**src/rtl/hostwr_pkg.sv**
```systemverilog
package hostwr_pkg;
    localparam int DATA_W    = 32;
    localparam int HALF_W    = DATA_W / 2;
    localparam int REG_SEL_W = 2;

    typedef enum logic [1:0] {
        ROUTE_NONE = 2'd0,
        ROUTE_REG  = 2'd1,
        ROUTE_FIFO = 2'd2
    } route_e;

    typedef struct packed {
        logic                 push;
        logic [DATA_W-1:0]    word;
        logic                 we;
        logic [REG_SEL_W-1:0] sel;
        logic [DATA_W-1:0]    wdata;
        logic                 pend;
        logic [HALF_W-1:0]    pend_lo;
        logic                 ovf;
    } route_st_t;
endpackage

```
**src/rtl/hostwr_sync.sv**
```systemverilog
module hostwr_sync #(
    parameter int W      = 35,
    parameter int STAGES = 2
) (
    input  logic         clk,
    input  logic         rst_n,
    input  logic         act_raw,
    input  logic [W-1:0] bus_raw,
    output logic         done,
    output logic [W-1:0] cap
);
    // Strobe and bus travel through identical stages so they stay aligned.
    logic [STAGES-1:0]        act_d, act_q;
    logic [STAGES-1:0][W-1:0] bus_d, bus_q;
    logic                     last_d, last_q;
    logic [W-1:0]             cap_d, cap_q;

    always_comb begin
        act_d  = {act_q[STAGES-2:0], act_raw};
        bus_d  = {bus_q[STAGES-2:0], bus_raw};
        last_d = act_q[STAGES-1];
        cap_d  = act_q[STAGES-1] ? bus_q[STAGES-1] : cap_q;
    end

    always_ff @(posedge clk or negedge rst_n) begin
        if (!rst_n) begin
            act_q  <= '0;
            bus_q  <= '0;
            last_q <= 1'b0;
            cap_q  <= '0;
        end else begin
            act_q  <= act_d;
            bus_q  <= bus_d;
            last_q <= last_d;
            cap_q  <= cap_d;
        end
    end

    // End of write: synchronized strobe was active and is now inactive.
    assign done = last_q & ~act_q[STAGES-1];
    assign cap  = cap_q;
endmodule

```
**src/rtl/hostwr_decode.sv**
```systemverilog
module hostwr_decode
    import hostwr_pkg::*;
(
    input  logic                 done,
    input  logic                 fsel,
    input  logic [REG_SEL_W-1:0] slot,
    input  logic [DATA_W-1:0]    data,
    input  logic                 half_mode,
    output route_e               kind,
    output logic [REG_SEL_W-1:0] sel,
    output logic [DATA_W-1:0]    data_m
);
    always_comb begin
        if (!done)     kind = ROUTE_NONE;
        else if (fsel) kind = ROUTE_FIFO;
        else           kind = ROUTE_REG;
        sel    = slot;
        data_m = half_mode ? {{HALF_W{1'b0}}, data[HALF_W-1:0]} : data;
    end
endmodule

```
**src/rtl/hostwr_route.sv**
```systemverilog
module hostwr_route
    import hostwr_pkg::*;
(
    input  logic                 clk,
    input  logic                 rst_n,
    input  route_e               kind,
    input  logic [REG_SEL_W-1:0] sel,
    input  logic [DATA_W-1:0]    data_m,
    input  logic                 half_mode,
    input  logic                 fifo_full,
    input  logic                 ovf_clr,
    output route_st_t            st
);
    route_st_t st_d, st_q;
    logic      ovf_set;

    always_comb begin
        st_d      = st_q;
        st_d.push = 1'b0;
        st_d.we   = 1'b0;
        ovf_set   = 1'b0;
        case (kind)
            ROUTE_REG: begin
                st_d.we    = 1'b1;
                st_d.sel   = sel;
                st_d.wdata = data_m;
            end
            ROUTE_FIFO: begin
                if (half_mode && !st_q.pend) begin
                    st_d.pend    = 1'b1;
                    st_d.pend_lo = data_m[HALF_W-1:0];
                end else begin
                    st_d.pend = 1'b0;
                    if (fifo_full) begin
                        ovf_set = 1'b1;
                    end else begin
                        st_d.push = 1'b1;
                        st_d.word = half_mode ? {data_m[HALF_W-1:0], st_q.pend_lo} : data_m;
                    end
                end
            end
            default: ;
        endcase
        st_d.ovf = ovf_set | (st_q.ovf & ~ovf_clr);
    end

    always_ff @(posedge clk or negedge rst_n) begin
        if (!rst_n) st_q <= '0;
        else        st_q <= st_d;
    end

    assign st = st_q;
endmodule

```
**src/rtl/hostwr_port.sv**
```systemverilog
module hostwr_port
    import hostwr_pkg::*;
#(
    parameter int ADDR_W      = 7,
    parameter int SYNC_STAGES = 2
) (
    input  logic                 clk,
    input  logic                 rst_n,
    input  logic                 cs_n,
    input  logic                 wr_n,
    input  logic [ADDR_W-1:0]    addr,
    input  logic                 fifo_sel,
    input  logic [DATA_W-1:0]    data,
    input  logic                 half_mode,
    input  logic                 fifo_full,
    input  logic                 ovf_clr,
    output logic                 fifo_push,
    output logic [DATA_W-1:0]    fifo_wdata,
    output logic                 reg_we,
    output logic [REG_SEL_W-1:0] reg_sel,
    output logic [DATA_W-1:0]    reg_wdata,
    output logic                 ovf_flag
);
    localparam int BUS_W = 1 + REG_SEL_W + DATA_W;

    logic                 act_raw;
    logic [BUS_W-1:0]     bus_raw, cap;
    logic                 done;
    route_e               kind;
    logic [REG_SEL_W-1:0] sel;
    logic [DATA_W-1:0]    data_m;
    route_st_t            st;
    logic                 unused_addr_hi;

    // Upper address lines take no part in any decode.
    assign unused_addr_hi = ^addr[ADDR_W-1:REG_SEL_W];
    assign act_raw        = ~cs_n & ~wr_n;
    assign bus_raw        = {fifo_sel, addr[REG_SEL_W-1:0], data};

    hostwr_sync #(.W(BUS_W), .STAGES(SYNC_STAGES)) i_sync (
        .clk     (clk),
        .rst_n   (rst_n),
        .act_raw (act_raw),
        .bus_raw (bus_raw),
        .done    (done),
        .cap     (cap)
    );

    hostwr_decode i_decode (
        .done      (done),
        .fsel      (cap[BUS_W-1]),
        .slot      (cap[DATA_W +: REG_SEL_W]),
        .data      (cap[DATA_W-1:0]),
        .half_mode (half_mode),
        .kind      (kind),
        .sel       (sel),
        .data_m    (data_m)
    );

    hostwr_route i_route (
        .clk       (clk),
        .rst_n     (rst_n),
        .kind      (kind),
        .sel       (sel),
        .data_m    (data_m),
        .half_mode (half_mode),
        .fifo_full (fifo_full),
        .ovf_clr   (ovf_clr),
        .st        (st)
    );

    assign fifo_push  = st.push;
    assign fifo_wdata = st.word;
    assign reg_we     = st.we;
    assign reg_sel    = st.sel;
    assign reg_wdata  = st.wdata;
    assign ovf_flag   = st.ovf;
endmodule

```
**config.mk**
```make
export PLATFORM = sky130hd
export DESIGN_NAME = hostwr_port
export DESIGN_NICKNAME = d
export VERILOG_FILES = /design/src/rtl/hostwr_pkg.sv /design/src/rtl/hostwr_sync.sv /design/src/rtl/hostwr_decode.sv /design/src/rtl/hostwr_route.sv /design/src/rtl/hostwr_port.sv
export SDC_FILE = /design/constraint.sdc
export NUM_CORES = 1
export LEC_CHECK = 0
export BUFFER_PORTS_ARGS = -buffer_cell sky130_fd_sc_hd__buf_4
export CAP_MARGIN = 25
export CORE_ASPECT_RATIO = 0.9
export CORE_MARGIN = 8
export CORE_UTILIZATION = 50
export DETAILED_ROUTE_END_ITERATION = 10
export PLACE_DENSITY_LB_ADDON = 0.25
export REMOVE_ABC_BUFFERS = 1
export SYNTH_ARGS = -nofsm -noshare
export SYNTH_HDL_FRONTEND = slang
export SYNTH_HIERARCHICAL = 1
export SYNTH_SLANG_ARGS = --single-unit
```
**constraint.sdc**
```tcl
create_clock -name clk -period 2.1 [get_ports clk]
set_input_delay 0.21 -clock clk [delete_from_list [all_inputs] [get_ports clk]]
set_output_delay 0.21 -clock clk [all_outputs]
set_load 0.005 [all_outputs]
```
==> impl_metrics.py <==
metrics = {
    "status": {
        "status": "finished clean",
    },
    "floorplan": {
        "io_pins": 116,
        "rows": 41,
        "core_um2": 14060,
        "die_w_um": 142.5,
        "fp.dieH_um": 129.8,
        "start_util_pct": 51.21,
        "fp.dieArea_um2": 18500,
    },
    "timing": {
        "worst_pin_slew_ns": 0.6975,
        "clock_skew_ns": 0.01019,
        "slew_viol_final": 0,
        "slew_headroom_pct": 53.50,
        "fmax_ghz": 0.5570,
        "fin_crit_ns": 1.795,
        "finalHoldViolCount": 0,
        "setup_violations": 0,
        "period_share_pct": 85.50,
        "finalSetupTns_ns": 0,
        "grt_setup_unrepaired": "false",
        "finalHoldWorstSlack_ns": 0.07683,
    },
    "cts": {
        "root_buffer": "clkbuf_16",
        "insertion_delay_ns": 0.42,
        "cts_tree": "built",
        "htree_levels": 4,
        "postCtsSetupBuffers": 0,
        "cts_sinks": 194,
        "numCtsBuffers": 17,
        "cts_buffer_depth": 2,
        "clk_pin_slew_ns": 0.06,
    },
    "yosys": {
        "postSynthCellCount": 408,
        "yosys.area_share.adder_pct": 0,
        "synthMuxAreaShare_pct": 24.82,
        "yosysWarnings": 6,
        "synth.distinct_cells": 21,
        "yosys.area_share.simple_pct": 3.111,
        "netlist.area_leader.share_pct": 67.44,
        "synthFlopType": "dfrtp_1",
        "ys_ff_latch": 194,
        "synth.largest_area_cell": "dfrtp_1",
        "synth_top_family_by_area": "multiplexers",
        "syn-cell-area_um2": 7198,
        "synth_edf_count": 0,
        "yosysSeqAreaShare_pct": 67.44,
        "synthArstFlopShare_pct": 100.0,
        "synth_top_cells_by_area": "dfrtp_1 67%, mux2_2 18%, mux2_4 6.0%, buf_4 2.0%, buf_6 0.94%",
        "syn_area_per_cell_um2": 17.64,
        "synth_compound_area_share_pct": 0.2260,
        "synthXorXnorAreaFrac_pct": 0,
    },
    "pwr": {
        "p_switching_mw": 2.448,
        "power_frac_comb_pct": 20.1,
        "internal-power_mw": 7.707,
        "p_clk_share_pct": 30.8,
        "switching_share_pct": 24.10,
        "power.density_nw_per_um2": 1114,
        "p_seq_share_pct": 49.1,
        "peakVddDrop_mv": 0.5996,
        "p_leak_nw": 4.295,
        "total_power_mw": 10.15,
    },
    "layout": {
        "fin_util_pct": 64.86,
        "drive_above_1_share_pct": 56.41,
        "diodes": 0,
        "layout_commonest_cell": "dfrtp_1",
        "final_cell_mix": "193 x dfrtp_1, 119 x buf_4, 118 x mux2_2",
        "final_cell_area_um2": 9116,
        "nets": 603,
        "syn_to_final_growth_pct": 26.65,
    },
    "critical_path": {
        "cp-endpoint": "i_route/st[22]$_DFFE_PN0P_",
        "worst-path-max-fanout": 9,
        "rrSetupSlack_ns": 0.30,
        "reg2reg_depth": 5,
        "arrival_ns": 2.09,
        "rr_startpoint": "i_sync/act_q[1]$_DFF_PN0_",
        "start_kind": "flip-flop",
        "required_ns": 2.40,
        "path_class": "flip-flop to flip-flop",
        "endpoint_kind": "flip-flop",
        "reg2reg_to": "i_route/st[22]$_DFFE_PN0P_",
        "cp-startpoint": "i_sync/act_q[1]$_DFF_PN0_",
    },
    "placed_design": {
        "globalplace.congestion": 0.7125,
        "placed_area_um2": 8145,
        "hpwl_mm": 8.523,
        "io_buffers": 110,
    },
    "detailed_routing": {
        "route.detailed.drc": 0,
        "wire_per_inst_um": 17.11,
        "antenna_left": 0,
        "num_vias": 3713,
        "dr.pass1.iters": 4,
        "viasPerCell": 4.873,
        "drt_iter0_markers": 141,
        "routed_wl_mm": 13.04,
    },
    "global_routing": {
        "grt_overflow": 0,
        "grt.total_usage_pct": 15.18,
        "antenna_found_initial": 0,
        "grt_pass1_vias": 4151,
        "grt_max_degree": 58,
        "grt_pass1_wl_mm": 21.64,
    },
    "worst_hold_path": {
        "holdCritStartpoint": "fifo_full",
        "min_path_type": "primary input to flip-flop",
    },
    "flow_run": {
        "cap_violations": 0,
    },
}
-- worst max-delay path, stage by stage (launching register included) --
cell and delay (ns):
dfrtp_2 0.40, nor2b_1 0.12, and2_1 0.20, nand2b_2 0.34
buf_4 0.27, mux2_2 0.35
-- cells by family after synthesis --
logic type / after synthesis
buf+inv: 38
flops: 194
compound gates: 2
mux: 149
simple gates: 25
-- power groups by stage --
stage / combinational, mW / clock [mW] / sequential (mW)
2_1_floorplan: 0.908 / 0 / 4.98
6_report: 2.04 / 3.13 / 4.99
3_3_place_gp: 1.96 / 0 / 5.01
3_5_place_dp: 2.03 / 0 / 5.06
4_1_cts: 2.09 / 3.22 / 5.00
5_1_grt: 2.23 / 3.35 / 5.10
-- synth_stat cells, types with 2 or more instances --
master     n
mux2_2   118
buf_4     19
inv_1      3
mux2_1     2
nor2b_1    5
nor2b_2    7
and2b_2    6
dfrtp_1  194
buf_12     3
buf_6      6
buf_2      7
mux2_4    29
-- how the worst min path moves through the flow --
stage / endpoint / depth (start not counted) / slack (ns)
after floorplan: i_route/st[0]$_DFF_PN0_ / 0 / -0.09
after global placement: i_sync/cap[28]$_DFFE_PN0P_ / 1 / 0.21
after detailed placement: i_route/st[46]$_DFFE_PN0P_ / 1 / 0.21
after CTS: i_route/st[0]$_DFF_PN0_ / 3 / 0.05
after global routing: i_route/st[0]$_DFF_PN0_ / 3 / 0.08
final: i_route/st[0]$_DFF_PN0_ / 3 / 0.08
-- layout make-up --
cell class | count | area [um^2]
repair buffers | 164 | 1398
multi-input cells | 176 | 2029
inverters | 3 | 11.26
well taps | 193 | 241.5
clock buffers | 20 | 446.7
flip-flops and latches | 194 | 4856
fillers | 1035 | 4940
clock inverters | 12 | 133.9
-- flip-flops by register name, indices dropped and copies added (netlist names) --
| signal | cells |
|---|---|
| i_route/st | 86 |
| i_sync/act_q | 2 |
| i_sync/bus_d | 35 |
| i_sync/bus_q | 35 |
| i_sync/cap | 35 |
| i_sync/last_q | 1 |
-- per-stage QoR --
step / std cells / worst slack (ns)
after floorplan: 373 / -1.077
after CTS: 762 / 0.2818
after global placement: 691 / 0.3258
final: 762 / 0.3045
after detailed placement: 691 / 0.2957
after global routing: 762 / 0.1615
-- per-layer routing --
| metal | vias up | part of all wire, % | global-route usage [%] |
|---|---|---|---|
| li1 | 1681 | - | - |
| met1 | 1929 | 45 | 19.39 |
| met2 | 86 | 48 | 24.13 |
| met3 | 17 | 5.6 | 4.710 |
| met4 | 0 | 1.4 | 5.431 |
| met5 | - | 0 | 0 |
-- repair_timing --
item,4_1_cts,5_1_grt
resized for setup,0,0
hold buffers,39,0
hold endpoints to repair,89,0
(Power assumes the default switching activity.)
